--- src/rtl/smb_pkg.sv ---
package smb_pkg;
  localparam int unsigned SMB_ADDR_W = 7;
  localparam int unsigned SMB_BYTE_W = SMB_ADDR_W + 1;
  localparam logic [SMB_ADDR_W-1:0] SMB_ALERT_ADDR = 7'b0001100;

  typedef enum logic [2:0] {
    ST_IDLE,
    ST_ADDR,
    ST_CMD,
    ST_DATA,
    ST_TX,
    ST_SKIP
  } smb_state_e;
endpackage

--- src/rtl/smb_glitch_filt.sv ---
module smb_glitch_filt #(
  parameter logic RST_VAL = 1'b1
) (
  input  logic clk_i,
  input  logic rst_ni,
  input  logic d_i,
  output logic q_o
);
  logic s1, s2, s3;

  // two-flop sync, then accept a level only after two equal samples
  always_ff @(posedge clk_i or negedge rst_ni) begin
    if (!rst_ni) begin
      s1  <= RST_VAL;
      s2  <= RST_VAL;
      s3  <= RST_VAL;
      q_o <= RST_VAL;
    end else begin
      s1 <= d_i;
      s2 <= s1;
      s3 <= s2;
      if (s2 == s3) q_o <= s3;
    end
  end
endmodule

--- src/rtl/smb_bus_cond.sv ---
module smb_bus_cond (
  input  logic clk_i,
  input  logic rst_ni,
  input  logic scl_i,
  input  logic sda_i,
  output logic start_o,
  output logic stop_o,
  output logic scl_rise_o,
  output logic scl_fall_o
);
  logic scl_q, sda_q;

  always_ff @(posedge clk_i or negedge rst_ni) begin
    if (!rst_ni) begin
      scl_q <= 1'b1;
      sda_q <= 1'b1;
    end else begin
      scl_q <= scl_i;
      sda_q <= sda_i;
    end
  end

  assign start_o    = scl_q & scl_i & sda_q & ~sda_i;
  assign stop_o     = scl_q & scl_i & ~sda_q & sda_i;
  assign scl_rise_o = ~scl_q & scl_i;
  assign scl_fall_o = scl_q & ~scl_i;
endmodule

--- src/rtl/smb_slave_engine.sv ---
module smb_slave_engine
  import smb_pkg::*;
#(
  parameter int unsigned N_LINES = 2
) (
  input  logic                  clk_i,
  input  logic                  rst_ni,
  input  logic                  scl_i,
  input  logic                  sda_i,
  output logic                  sda_pull_o,
  input  logic [SMB_ADDR_W-1:0] addr_strap_i,
  input  logic                  addr_resample_i,
  input  logic                  alert_pend_i,
  output logic                  alert_taken_o,
  output logic [SMB_BYTE_W-1:0] cmd_ptr_o,
  output logic                  wr_stb_o,
  output logic [SMB_BYTE_W-1:0] wr_data_o,
  output logic                  cmd_stb_o,
  input  logic [SMB_BYTE_W-1:0] rd_data_i
);
  localparam int unsigned CNT_W = $clog2(SMB_BYTE_W + 2);
  localparam logic [CNT_W-1:0] ACK_CNT = CNT_W'(SMB_BYTE_W);
  localparam logic [CNT_W-1:0] END_CNT = CNT_W'(SMB_BYTE_W + 1);

  logic [N_LINES-1:0] line_raw, line_f;
  logic scl_f, sda_f;
  logic start, stop, scl_rise, scl_fall;

  assign line_raw = {scl_i, sda_i};

  for (genvar g = 0; g < N_LINES; g++) begin : g_filt
    smb_glitch_filt #(.RST_VAL(1'b1)) i_filt (
      .clk_i  (clk_i),
      .rst_ni (rst_ni),
      .d_i    (line_raw[g]),
      .q_o    (line_f[g])
    );
  end

  assign scl_f = line_f[1];
  assign sda_f = line_f[0];

  smb_bus_cond i_cond (
    .clk_i      (clk_i),
    .rst_ni     (rst_ni),
    .scl_i      (scl_f),
    .sda_i      (sda_f),
    .start_o    (start),
    .stop_o     (stop),
    .scl_rise_o (scl_rise),
    .scl_fall_o (scl_fall)
  );

  // own address latch
  logic [SMB_ADDR_W-1:0] own_addr;
  logic                  strap_ok;

  always_ff @(posedge clk_i or negedge rst_ni) begin
    if (!rst_ni) begin
      own_addr <= '0;
      strap_ok <= 1'b0;
    end else begin
      if (!strap_ok || addr_resample_i) own_addr <= addr_strap_i;
      strap_ok <= 1'b1;
    end
  end

  smb_state_e            state;
  logic [CNT_W-1:0]      cnt;
  logic [SMB_BYTE_W-1:0] sh, tx_sh, tx_val;
  logic                  is_alert;
  logic                  own_hit, alert_hit, addr_hit, rw;

  assign rw        = sh[0];
  assign own_hit   = sh[SMB_BYTE_W-1:1] == own_addr;
  assign alert_hit = rw && alert_pend_i && (sh[SMB_BYTE_W-1:1] == SMB_ALERT_ADDR);
  assign addr_hit  = own_hit || alert_hit;
  assign tx_val    = alert_hit ? {own_addr, 1'b0} : rd_data_i;

  always_ff @(posedge clk_i or negedge rst_ni) begin
    if (!rst_ni) begin
      state         <= ST_IDLE;
      cnt           <= '0;
      sh            <= '0;
      tx_sh         <= '0;
      is_alert      <= 1'b0;
      sda_pull_o    <= 1'b0;
      cmd_ptr_o     <= '0;
      wr_stb_o      <= 1'b0;
      wr_data_o     <= '0;
      cmd_stb_o     <= 1'b0;
      alert_taken_o <= 1'b0;
    end else begin
      wr_stb_o      <= 1'b0;
      cmd_stb_o     <= 1'b0;
      alert_taken_o <= 1'b0;
      if (start) begin
        state      <= ST_ADDR;
        cnt        <= '0;
        sda_pull_o <= 1'b0;
      end else if (stop) begin
        // only the stop's own SCL rise after the command ack: send-byte
        if (state == ST_DATA && cnt == CNT_W'(1)) cmd_stb_o <= 1'b1;
        state      <= ST_IDLE;
        sda_pull_o <= 1'b0;
      end else if (scl_rise && state != ST_IDLE && state != ST_SKIP) begin
        if (cnt < ACK_CNT) sh <= {sh[SMB_BYTE_W-2:0], sda_f};
        cnt <= cnt + 1'b1;
      end else if (scl_fall && state != ST_IDLE && state != ST_SKIP) begin
        if (cnt == ACK_CNT) begin
          unique case (state)
            ST_ADDR:         sda_pull_o <= addr_hit;
            ST_CMD, ST_DATA: sda_pull_o <= 1'b1;
            default:         sda_pull_o <= 1'b0;
          endcase
        end else if (cnt == END_CNT) begin
          cnt        <= '0;
          sda_pull_o <= 1'b0;
          unique case (state)
            ST_ADDR: begin
              if (!addr_hit) state <= ST_SKIP;
              else if (rw) begin
                state      <= ST_TX;
                tx_sh      <= tx_val;
                is_alert   <= alert_hit;
                sda_pull_o <= ~tx_val[SMB_BYTE_W-1];
              end else state <= ST_CMD;
            end
            ST_CMD: begin
              cmd_ptr_o <= sh;
              state     <= ST_DATA;
            end
            ST_DATA: begin
              wr_stb_o  <= 1'b1;
              wr_data_o <= sh;
              state     <= ST_SKIP;
            end
            default: begin
              if (state == ST_TX && is_alert) alert_taken_o <= 1'b1;
              state <= ST_SKIP;
            end
          endcase
        end else if (state == ST_TX) begin
          tx_sh      <= {tx_sh[SMB_BYTE_W-2:0], 1'b0};
          sda_pull_o <= ~tx_sh[SMB_BYTE_W-2];
        end
      end
    end
  end

  p_wr_after_fall_r5: assert property (@(posedge clk_i) disable iff (!rst_ni)
    wr_stb_o |-> $past(scl_fall));
  p_ptr_moves_on_fall_r5: assert property (@(posedge clk_i) disable iff (!rst_ni)
    !$stable(cmd_ptr_o) |-> $past(scl_fall));
  p_cmd_stb_at_stop_r4: assert property (@(posedge clk_i) disable iff (!rst_ni)
    cmd_stb_o |-> $past(stop));
  p_idle_released_r6: assert property (@(posedge clk_i) disable iff (!rst_ni)
    (state == ST_IDLE) |-> !sda_pull_o);
  p_alert_after_fall_r9: assert property (@(posedge clk_i) disable iff (!rst_ni)
    alert_taken_o |-> $past(scl_fall));
  p_pull_moves_on_edge_r6: assert property (@(posedge clk_i) disable iff (!rst_ni)
    !$stable(sda_pull_o) |-> $past(scl_fall || start || stop));
endmodule

--- config.mk ---
export PLATFORM = sky130hd
export DESIGN_NAME = smb_slave_engine
export DESIGN_NICKNAME = d
export VERILOG_FILES = /design/src/rtl/smb_pkg.sv /design/src/rtl/smb_glitch_filt.sv /design/src/rtl/smb_bus_cond.sv /design/src/rtl/smb_slave_engine.sv
export SDC_FILE = /design/constraint.sdc
export NUM_CORES = 1
export LEC_CHECK = 0
export BUFFER_PORTS_ARGS = -buffer_cell sky130_fd_sc_hd__buf_2
export CORE_MARGIN = 2
export CORE_UTILIZATION = 56
export DETAILED_ROUTE_END_ITERATION = 10
export PLACE_DENSITY = 0.78
export SLEW_MARGIN = 0
export SYNTH_ARGS = -nofsm -noshare
export SYNTH_HDL_FRONTEND = slang
export SYNTH_SLANG_ARGS = --single-unit
export TNS_END_PERCENT = 20
--- constraint.sdc ---
create_clock -name clk_i -period 2.6 [get_ports clk_i]
set_clock_uncertainty 0.05 [all_clocks]
set_input_delay 0.13 -clock clk_i [delete_from_list [all_inputs] [get_ports clk_i]]
set_output_delay 0.13 -clock clk_i [all_outputs]
set_load 0.03 [all_outputs]
==> implementation parameters, run 1 <==
Parameter                              Value

Logic synthesis
  Synth warn    0
  Synthesized flop and latch total    61
  Netlist area before placement    2800 um^2
  Mux cell area share after synthesis    0.153
  Post-synthesis sequential area ratio    0.549
  Combinational family with the most area after synthesis    multiplexers
  Mean cell area of the mapped netlist    12.3 um^2
  Adder and majority gate portion of the synthesized area    0.0205
  Number of enable-type register cells in the synthesized netlist    0
  Area fraction in compound gates after synthesis    0.0866
  Post-synth cell types    47
  Cell count after synthesis    227
  Parity-gate share of the synthesized area counting xor and xnor cells    0.0344
  Share of flip-flops with an asynchronous set or reset    1.00
  Number of nets in the synthesized netlist    251
  Top flip-flop cell by instance count after synthesis    sky130_fd_sc_hd__dfrtp_1
  Simple-gate share of the synthesized area    0.131

Floorplan
  Die width    74.7 um
  Row count    25
  Initial cell density of the core    0.585
  I/O pin total    41
  Height of the chip    74.7 um
  Area of the placeable core    4790 um^2
  DIE AREA    5580 um^2

Layout
  Layout fillers    352
  Area overhead of the layout relative to synthesis    19.9%
  Share of the core filled with cells    0.702
  Fraction of final layout cells sized beyond drive strength 1    0.391
  Most common cell after layout, fill and taps aside    sky130_fd_sc_hd__dfrtp_1
  Total inserted antenna cells    0
  Nets    308
  Highest-count cells in the layout ignoring fill and taps    sky130_fd_sc_hd__dfrtp_1, sky130_fd_sc_hd__buf_2, sky130_fd_sc_hd__mux2_2

Detailed routing
  1st-pass router iterations    4
  DRC violation total after the first TritonRoute iteration    160
  Antenna-violating nets left    0
  Total wire length after detailed routing    5.46 mm
  Total vias in the final route    1887
  Routed WL per cell    15.3 um
  Avg Vias per Cell    5.30
  Detailed-route DRC error count    0

Worst setup path
  Required time at the endpoint of the critical path    2.77 ns
  Reg2Reg Launch Point    cnt[0]
  Logic depth of the worst register-to-register path    7
  Kind of capture point of the worst setup path    register
  Endpoint of the most critical setup path    wr_data_o[3]
  CP Launch Type    register
  Start point of the critical path    cnt[0]
  Critical Path Fanout Max    9
  Start-to-end type of the worst setup path    register to register
  Data arrival time of the critical path    2.49 ns
  R2R Path End    wr_data_o[3]
  Register-to-Register Setup Slack    0.28 ns

Hold path
  Worst hold-check path type    input pin to register

CTS
  Clock-pin transition on the worst setup and hold timing paths    0.07 ns
  TritonCTS clock tree    done
  Number of clock buffers inserted by TritonCTS    9
  Clock tree buffer depth    2
  TritonCTS sink count    61
  H-tree Lvls    3
  Clock network latency to the later pin of the worst-skew pair    0.34 ns
  Cts repair resizes    0
  Clock root buffer    sky130_fd_sc_hd__clkbuf_8

Global route
  Number of antenna violations at the first check in global routing    0
  Aggregate global-route resource usage    0.231
  Via count of the first global-routing pass    1954
  Total grt overflow    0
  Pin count of the biggest net entering global routing    62
  Wire length of the first global-routing pass    9.29 mm

Run status
  Run status    finished, final reports clean

STA
  Post-route clock period utilization    0.893
  Worst slew pin tran    0.737 ns
  Worst slew slack as a fraction of its limit    0.508
  Min cycle time layout    2.32 ns
  Final hold violations    0
  Total of endpoints with negative setup slack in the final report    0
  F_max    0.431 GHz
  Max-slew violation count    0
  Worst Hold Slack    0.147 ns
  Post-Route Setup TNS    0 ns
  RSZ-0062 raised after global routing    false

Power
  Power density over the cells    763 nW/um^2
  Worst-case vdd ir drop    0.548 mV
  Static leakage    0.00162 uW

Placed design
  Weighted congestion reported at the end of routability-driven placement    0.877
  Detailed-placement wirelength estimate    3.61 mm
  Count of port buffers added during placement    40

Run
  Number of violations of the max-capacitance limit    0
==> stage by stage <==
stage,setup WS [ns],total power (uW),instances,area [um^2]
global placement,0.402,1760,329,3060
detailed placement,0.296,1780,329,3060
CTS,0.263,2580,356,3360
floorplan,0.499,1620,227,2800
finish,0.278,2560,356,3360
global route,0.0730,2720,356,3360
==> cell families after synthesis <==
logic type,after synthesis
xor+xnor,11
fa+ha+maj,5
compound gates,32
other cells,1
flops,61
simple gates,68
mux,36
buf+inv,13
==> layout make-up <==
type | count | area (um^2) | share of cell area
multi-input cells | 153 | 1190 | 0.356
well taps | 67 | 83.8 | 0.0250
clock inverters | 5 | 33.8 | 0.0101
inverters | 4 | 15.0 | 0.00447
clock buffers | 11 | 153 | 0.0454
flip-flops and latches | 61 | 1540 | 0.458
repair buffers | 55 | 340 | 0.101
==> cell usage after synthesis, types with 2 or more instances <==
master | number | area [um^2]
sky130_fd_sc_hd__mux2_4 | 6 | 90.1
sky130_fd_sc_hd__nand4_1 | 2 | 12.5
sky130_fd_sc_hd__and3_1 | 2 | 12.5
sky130_fd_sc_hd__nor2b_1 | 2 | 12.5
sky130_fd_sc_hd__nand2_1 | 25 | 93.8
sky130_fd_sc_hd__a22o_1 | 2 | 17.5
sky130_fd_sc_hd__ha_1 | 3 | 37.5
sky130_fd_sc_hd__nand2b_1 | 2 | 12.5
sky130_fd_sc_hd__and3b_1 | 2 | 17.5
sky130_fd_sc_hd__dfstp_2 | 10 | 263
sky130_fd_sc_hd__dfrtp_1 | 51 | 1280
sky130_fd_sc_hd__a211oi_1 | 3 | 22.5
sky130_fd_sc_hd__clkbuf_1 | 4 | 15.0
sky130_fd_sc_hd__a21oi_1 | 2 | 10.0
sky130_fd_sc_hd__buf_6 | 2 | 22.5
sky130_fd_sc_hd__buf_2 | 3 | 15.0
sky130_fd_sc_hd__nand3_1 | 5 | 25.0
sky130_fd_sc_hd__mux2_2 | 30 | 338
sky130_fd_sc_hd__nor3b_1 | 2 | 15.0
sky130_fd_sc_hd__o21ai_4 | 2 | 32.5
sky130_fd_sc_hd__inv_1 | 4 | 15.0
sky130_fd_sc_hd__o21ai_0 | 7 | 35.0
sky130_fd_sc_hd__a221oi_1 | 2 | 17.5
sky130_fd_sc_hd__nor4b_1 | 2 | 17.5
sky130_fd_sc_hd__xor2_1 | 10 | 87.6
sky130_fd_sc_hd__a31oi_1 | 6 | 37.5
sky130_fd_sc_hd__o221ai_1 | 2 | 17.5
sky130_fd_sc_hd__nor2_1 | 13 | 48.8
sky130_fd_sc_hd__maj3_1 | 2 | 20.0
sky130_fd_sc_hd__nor3_1 | 2 | 10.0
==> worst min-delay path by stage <==
stage / from / endpoint / slack (ns) / cells past startpoint
2_1_floorplan: rst_ni / alert_taken_o / -0.22 / 0
3_3_place_gp: sda_i / g_filt[0].i_filt.s1 / 0.18 / 1
3_5_place_dp: scl_i / g_filt[1].i_filt.s1 / 0.19 / 1
4_1_cts: rd_data_i[7] / sda_pull_o / 0.15 / 4
5_1_grt: rd_data_i[7] / sda_pull_o / 0.16 / 4
6_report: rd_data_i[7] / sda_pull_o / 0.15 / 4
==> power by group <==
group	total, uW	switching [uW]	internal (uW)
registers	1280	202	1080
logic	512	259	252
clock network	771	370	402
==> metal layers <==
| metal | up-vias | wire [um] | track usage |
|---|---|---|---|
| li1 | 923 | - | - |
| met1 | 909 | 2610 | 0.310 |
| met2 | 43 | 2520 | 0.341 |
| met3 | 12 | 242 | 0.0683 |
| met4 | 0 | 87 | 0.123 |
| met5 | - | 0 | 0 |
==> flip-flops by register name, summed over array words and instances, names as in the netlist, 2 cells and up <==
| signal | flops |
|---|---|
| cmd_ptr_o | 8 |
| cnt | 4 |
| g_filt.i_filt.q_o | 2 |
| g_filt.i_filt.s1 | 2 |
| g_filt.i_filt.s2 | 2 |
| g_filt.i_filt.s3 | 2 |
| own_addr | 7 |
| sh | 8 |
| state | 3 |
| tx_sh | 7 |
| wr_data_o | 8 |
==> worst max-delay path, cell delays in order (launching register included) <==
cell,delay (ns)
sky130_fd_sc_hd__dfrtp_1,0.43
sky130_fd_sc_hd__inv_1,0.06
sky130_fd_sc_hd__ha_1,0.20
sky130_fd_sc_hd__nand3b_1,0.09
sky130_fd_sc_hd__o211a_1,0.32
sky130_fd_sc_hd__nand2_1,0.26
sky130_fd_sc_hd__nor2_2,0.41
sky130_fd_sc_hd__mux2_2,0.39
==> what timing repair did <==
action | CTS | global route
buffers inserted | 0 | 0
hold buffers | 11 | 0
endpoints found under the hold margin | 61 | 0
(Power assumes the default switching activity.)
==> run 2: changes to the inputs <==
MAX_ROUTING_LAYER = met4   (was unset)
SETUP_SLACK_MARGIN = 0.3   (was unset)
==> run 2 against run 1 <==
Cell area grew 0.41%; die area stayed put; count of clock-buffer cells in the layout did not move; routed wire length grew 1.3%; fmax increased by 4.3%; critical path depth is 1 lower; power rose by 0.33%; first-iteration DRC count shrank 13%; clock power about the same.
==> implementation parameters, run 2 (synthesis results as in run 1) <==
Parameter                              Value

Layout
  Fraction of final layout cells sized beyond drive strength 1    0.397
  Total area of sequential cells    1540 um^2
  Registers with the highest flip-flop counts    cmd_ptr_o (8), sh (8), wr_data_o (8)
  Total inserted antenna cells    0
  Area overhead of the layout relative to synthesis    20.4%
  Nets    309
  Most common cell after layout, fill and taps aside    sky130_fd_sc_hd__dfrtp_1
  Highest-count cells in the layout ignoring fill and taps    sky130_fd_sc_hd__dfrtp_1, sky130_fd_sc_hd__buf_2, sky130_fd_sc_hd__mux2_2
  Summed area of non-filler cells in the final layout    3370 um^2
  Layout fillers    348
  Footprint of the multi-input gates    1210 um^2

Worst setup path
  Required time at the endpoint of the critical path    2.78 ns
  Maximum single-stage delay on the critical path    0.44 ns
  R2R Path End    tx_sh[5]
  Worst-path cell with the longest stage delay    sky130_fd_sc_hd__dfrtp_1
  Start-to-end type of the worst setup path    register to register
  Reg2Reg Launch Point    cnt[0]
  CP Launch Type    register
  Combined buffer and inverter count along the critical path    0
  Register-to-Register Setup Slack    0.37 ns
  Cell chain of the critical path    ha_1 -> and3b_1 -> and3_1 -> and4_2 -> o21ai_4 -> mux2_4
  Logic depth of the worst register-to-register path    6
  Kind of capture point of the worst setup path    register
  Critical Path Fanout Max    11
  CP delay by family, top    simple AND/OR/NAND/NOR gates
  Data arrival time of the critical path    2.40 ns

Floorplan
  I/O pin total    41
  DIE AREA    5580 um^2
  Height of the chip    74.7 um
  Row count    25
  Area of the placeable core    4790 um^2
  Die width    74.7 um
  Initial cell density of the core    0.585

Global route
  Wire length of the first global-routing pass    9.28 mm
  Number of antenna violations at the first check in global routing    0
  Aggregate global-route resource usage    0.237
  Total grt overflow    0
  Via count of the first global-routing pass    1962
  Pin count of the biggest net entering global routing    62

Detailed routing
  Total wire length after detailed routing    5.53 mm
  1st-pass router iterations    4
  Total vias in the final route    1908
  Routed WL per cell    15.5 um
  DRC violation total after the first TritonRoute iteration    140
  Avg Vias per Cell    5.34
  Detailed-route DRC error count    0
  Antenna-violating nets left    0

STA
  Worst slew pin tran    0.729 ns
  Post-Route Setup TNS    0 ns
  F_max    0.449 GHz
  Min cycle time layout    2.23 ns
  Final hold violations    0
  Max-slew violation count    0
  RSZ-0062 raised after global routing    true
  Total of endpoints with negative setup slack in the final report    0
  Post-route clock period utilization    0.856
  Worst slew slack as a fraction of its limit    0.514

Placed design
  Weighted congestion reported at the end of routability-driven placement    0.891
  Instance area after placement    3060 um^2
  Detailed-placement wirelength estimate    3.61 mm
  Count of port buffers added during placement    40

CTS
  Clock network latency to the later pin of the worst-skew pair    0.34 ns
  Number of clock buffers inserted by TritonCTS    9
  Number of post-CTS setup repair buffers    0
  Clock-pin transition on the worst setup and hold timing paths    0.07 ns
  Clock tree buffer depth    2
  TritonCTS sink count    61
  H-tree Lvls    3
  TritonCTS clock tree    done
  Clock root buffer    sky130_fd_sc_hd__clkbuf_8

Hold path
  Cell count of the worst hold path    4
  Worst hold-check path type    input pin to register
  Worst hold path endpoint    sda_pull_o
  Worst min-delay path startpoint    rd_data_i[7]

Power
  Static leakage    0.00163 uW
  Worst-case vdd ir drop    0.548 mV
  Power density over the cells    762 nW/um^2

Run status
  Run status    finished, final reports clean

Run
  Number of violations of the max-capacitance limit    0
## run 2: how the worst max path moves through the flow
stage / start / end / cells past startpoint
finish: cnt[0] / tx_sh[5] / 6
global route: cnt[0] / tx_sh[5] / 6
CTS: cnt[0] / wr_data_o[3] / 7
detailed placement: cnt[0] / wr_data_o[3] / 7
global placement: cnt[0] / wr_data_o[1] / 7
floorplan: sh[6] / tx_sh[1] / 6
## run 2: layout make-up
type / instances / area share
Sequential cell: 61 / 0.456
Multi-Input combinational cell: 154 / 0.358
Timing Repair Buffer: 55 / 0.101
Clock buffer: 11 / 0.0453
Tap cell: 67 / 0.0249
Clock inverter: 5 / 0.0100
Inverter: 4 / 0.00445
## run 2: report_power, final
part | internal, uW | leakage [uW] | total [uW] | switching [uW]
combinational | 253 | 0.000755 | 515 | 263
sequential | 1080 | 0.000781 | 1280 | 206
clock | 401 | 0.0000904 | 773 | 371
total | 1730 | 0.00163 | 2570 | 840
## run 2: routing by layer
| metal | track usage | share of wire |
|---|---|---|
| met5 | - | 0 |
| met4 | 0.105 | 0.015 |
| met3 | 0.0723 | 0.048 |
| met2 | 0.341 | 0.47 |
| met1 | 0.310 | 0.46 |
## run 2: metrics by stage
stage          std cells   util  power, uW  hold slack [ns]  worst slack [ns]
2_1_floorplan        227      -       1620           -0.216             0.499
3_3_place_gp         329  0.640       1760            0.185             0.402
3_5_place_dp         329  0.640       1780            0.186             0.296
4_1_cts              356  0.703       2580            0.150             0.377
5_1_grt              357  0.705       2720            0.165             0.284
6_report             357  0.705       2570            0.143             0.374
## run 2: what timing repair did
action                                  CTS  global route
hold endpoints to repair                 61             0
pin swaps                                 0             1
endpoints found under the setup margin    8             9
hold buffers                             11             0
resized for setup                         1             1
cloned                                    0             1
## run 2: tightest hold or removal path: cells and delay by family
kind / cells / cell delay [ns]
AND/OR/NAND/NOR: 2 / 0.18
buffers and inverters: 1 / 0.11
AO/OA/AOI/OAI: 1 / 0.06
==> run 3: changes to the inputs <==
ABC_AREA = 1   (was unset)
CORE_UTILIZATION = 57   (was 56)
PLACE_DENSITY = 0.79   (was 0.78)
==> run 3 against run 2 <==
Count of clock-buffer cells in the layout is 4 higher; routed wire length is 8.9% higher; non-clock buffer count is 3 lower; register-to-register slack better by 0.39 ns; critical path depth up 3; setup slack better by 0.39 ns; largest power group unchanged.
==> implementation parameters, run 3 <==
Parameter                              Value

Placed design
  Weighted congestion reported at the end of routability-driven placement    0.888
  Count of port buffers added during placement    40
  Inst Count DP    442
  Detailed-placement wirelength estimate    4.28 mm

Detailed routing
  Avg Vias per Cell    5.08
  Routed WL per cell    12.9 um
  Detailed-route DRC error count    0
  DRC violation total after the first TritonRoute iteration    216
  Antenna-violating nets left    0
  Total vias in the final route    2373
  Total wire length after detailed routing    6.02 mm
  1st-pass router iterations    4

Global route
  Wire length of the first global-routing pass    10.5 mm
  Via count of the first global-routing pass    2249
  Number of antenna violations at the first check in global routing    0
  Aggregate global-route resource usage    0.239
  Pin count of the biggest net entering global routing    22
  Total grt overflow    0

Logic synthesis
  Cell types with the largest area share after synthesis    sky130_fd_sc_hd__dfrtp_1, sky130_fd_sc_hd__nand2_1, sky130_fd_sc_hd__dfstp_2
  Synth top cells by count    sky130_fd_sc_hd__nand2_1, sky130_fd_sc_hd__dfrtp_1, sky130_fd_sc_hd__inv_1, sky130_fd_sc_hd__nand3_1, sky130_fd_sc_hd__o21ai_0
  Post-synthesis sequential area ratio    0.520
  Number of nets in the synthesized netlist    358
  Cell count after synthesis    334
  Number of enable-type register cells in the synthesized netlist    0
  Top flip-flop cell by instance count after synthesis    sky130_fd_sc_hd__dfrtp_1
  Dominant cell type by area after synthesis    sky130_fd_sc_hd__dfrtp_1
  Share of the synthesized area in the top cell type    0.431
  Synthesized flop and latch total    61
  Mean cell area of the mapped netlist    8.87 um^2
  Cell with the most instances after synthesis    sky130_fd_sc_hd__nand2_1
  Share of flip-flops with an asynchronous set or reset    1.00
  Post-synth cell types    33
  Synth warn    0
  Netlist area before placement    2960 um^2

Floorplan
  Initial cell density of the core    0.584
  Height of the chip    76.1 um
  DIE AREA    5790 um^2
  Area of the placeable core    5070 um^2
  I/O pin total    41
  Die width    76.1 um
  Row count    26

STA
  RSZ-0062 raised after global routing    false
  Max-slew violation count    0
  Post-route clock period utilization    0.707
  Post-Route Setup TNS    0 ns
  Final hold violations    0
  Min cycle time layout    1.84 ns
  Worst slew slack as a fraction of its limit    0.613
  F_max    0.544 GHz
  Total of endpoints with negative setup slack in the final report    0
  Worst slew pin tran    0.579 ns

Layout
  Total area of sequential cells    1540 um^2
  Layout fillers    403
  Highest-count cells in the layout ignoring fill and taps    sky130_fd_sc_hd__nand2_1, sky130_fd_sc_hd__dfrtp_1, sky130_fd_sc_hd__buf_2
  Fraction of final layout cells sized beyond drive strength 1    0.267
  Final std cells w/o fill    467
  Registers with the highest flip-flop counts    cmd_ptr_o (8), sh (8), wr_data_o (8)
  Nets    417
  Most common cell after layout, fill and taps aside    sky130_fd_sc_hd__nand2_1
  Total inserted antenna cells    0
  Area overhead of the layout relative to synthesis    19.2%
  Footprint of the multi-input gates    1200 um^2
  Share of the core filled with cells    0.696

CTS
  Number of post-CTS setup repair buffers    0
  Number of clock buffers inserted by TritonCTS    9
  TritonCTS sink count    61
  Clock root buffer    sky130_fd_sc_hd__clkbuf_8
  Clock-pin transition on the worst setup and hold timing paths    0.06 ns
  Clock network latency to the later pin of the worst-skew pair    0.33 ns
  Cts repair resizes    0
  Cts hold-fix bufs    10
  H-tree Lvls    3
  TritonCTS clock tree    done
  Clock tree buffer depth    2

Power
  Power density over the cells    741 nW/um^2
  Worst-case vdd ir drop    0.393 mV
  Static leakage    0.00187 uW

Worst setup path
  Data arrival time of the critical path    2.00 ns
  Start-to-end type of the worst setup path    register to register
  Required time at the endpoint of the critical path    2.77 ns
  CP Launch Type    register
  Kind of capture point of the worst setup path    register
  Critical Path Fanout Max    16

Run
  Number of violations of the max-capacitance limit    0

Run status
  Run status    finished, final reports clean

Hold path
  Worst hold-check path type    input pin to register
## run 3: cell types whose count changed after synthesis, sizes merged, moves of 3 or more
| cell | previous run | this run |
|---|---|---|
| nor2 | 14 | 17 |
| nand3 | 5 | 25 |
| mux2 | 36 | 0 |
| nand2 | 25 | 113 |
| o21ai | 9 | 35 |
| a31oi | 6 | 0 |
| nand4 | 2 | 9 |
| inv | 4 | 48 |
| buf | 5 | 2 |
| xor2 | 10 | 1 |
| a211oi | 3 | 0 |
| o22ai | 0 | 4 |
## run 3: layout make-up
| cell class | count | share of cell area |
|---|---|---|
| Sequential cell | 61 | 0.436 |
| Multi-Input combinational cell | 221 | 0.341 |
| Timing Repair Buffer | 52 | 0.0893 |
| Clock buffer | 15 | 0.0556 |
| Inverter | 48 | 0.0532 |
| Tap cell | 70 | 0.0248 |
## run 3: report_power, final
part | switching [uW] | internal (uW)
Sequential | 115 | 1070
Clock | 346 | 472
Combinational | 419 | 198
## run 3: kinds of logic after synthesis
group | count (synthesis) | share of synthesized area
buffers and inverters | 52 | 0.0735
other | 1 | 0.00127
multiplexers | 1 | 0.00338
AND/OR/NAND/NOR | 169 | 0.281
adder cells (fa/ha/maj) | 5 | 0.0194
flip-flops | 61 | 0.520
AO/OA/AOI/OAI | 43 | 0.0955
XOR/XNOR | 2 | 0.00592
## run 3: final timing paths
path                                      from                   to  slack, ns  cells after the start
setup / recovery                        cnt[1]         wr_data_o[1]       0.76                      9
hold / removal                    rd_data_i[0]             tx_sh[0]       0.11                      5
setup reg to reg                        cnt[1]         wr_data_o[1]       0.76                      9
hold reg to reg            g_filt[1].i_filt.s1  g_filt[1].i_filt.s2       0.31                      0
max in group asynchronous               rst_ni         i_cond.sda_q       1.56                      3
min in group asynchronous               rst_ni               cnt[1]       0.24                      2
## run 3: critical path, cell delays in order (launching register included)
cell and delay, ns:
sky130_fd_sc_hd__dfrtp_1 0.40, sky130_fd_sc_hd__inv_1 0.10, sky130_fd_sc_hd__ha_1 0.22, sky130_fd_sc_hd__nand3_4 0.18, sky130_fd_sc_hd__inv_8 0.15, sky130_fd_sc_hd__nand3_4 0.13, sky130_fd_sc_hd__nor2_4 0.12, sky130_fd_sc_hd__inv_2 0.15
sky130_fd_sc_hd__nand2_1 0.14, sky130_fd_sc_hd__o21ai_2 0.06
## run 3: routing by layer
metal | GRT usage | part of all wire | vias up
met5 | - | 0 | -
met4 | 0.118 | 0.023 | 0
met3 | 0.0450 | 0.043 | 12
met2 | 0.352 | 0.45 | 66
met1 | 0.321 | 0.48 | 1114
li1 | - | - | 1181
## run 3: metrics by stage
| stage | power [uW] | instance area, um^2 | hold WS (ns) | setup WS [ns] |
|---|---|---|---|---|
| 2_1_floorplan | 1640 | 2960 | -0.216 | 0.973 |
| 3_3_place_gp | 1780 | 3230 | 0.0631 | 0.837 |
| 3_5_place_dp | 1800 | 3230 | 0.0645 | 0.790 |
| 4_1_cts | 2630 | 3530 | 0.0967 | 0.772 |
| 5_1_grt | 2760 | 3530 | 0.156 | 0.611 |
| 6_report | 2620 | 3530 | 0.111 | 0.762 |
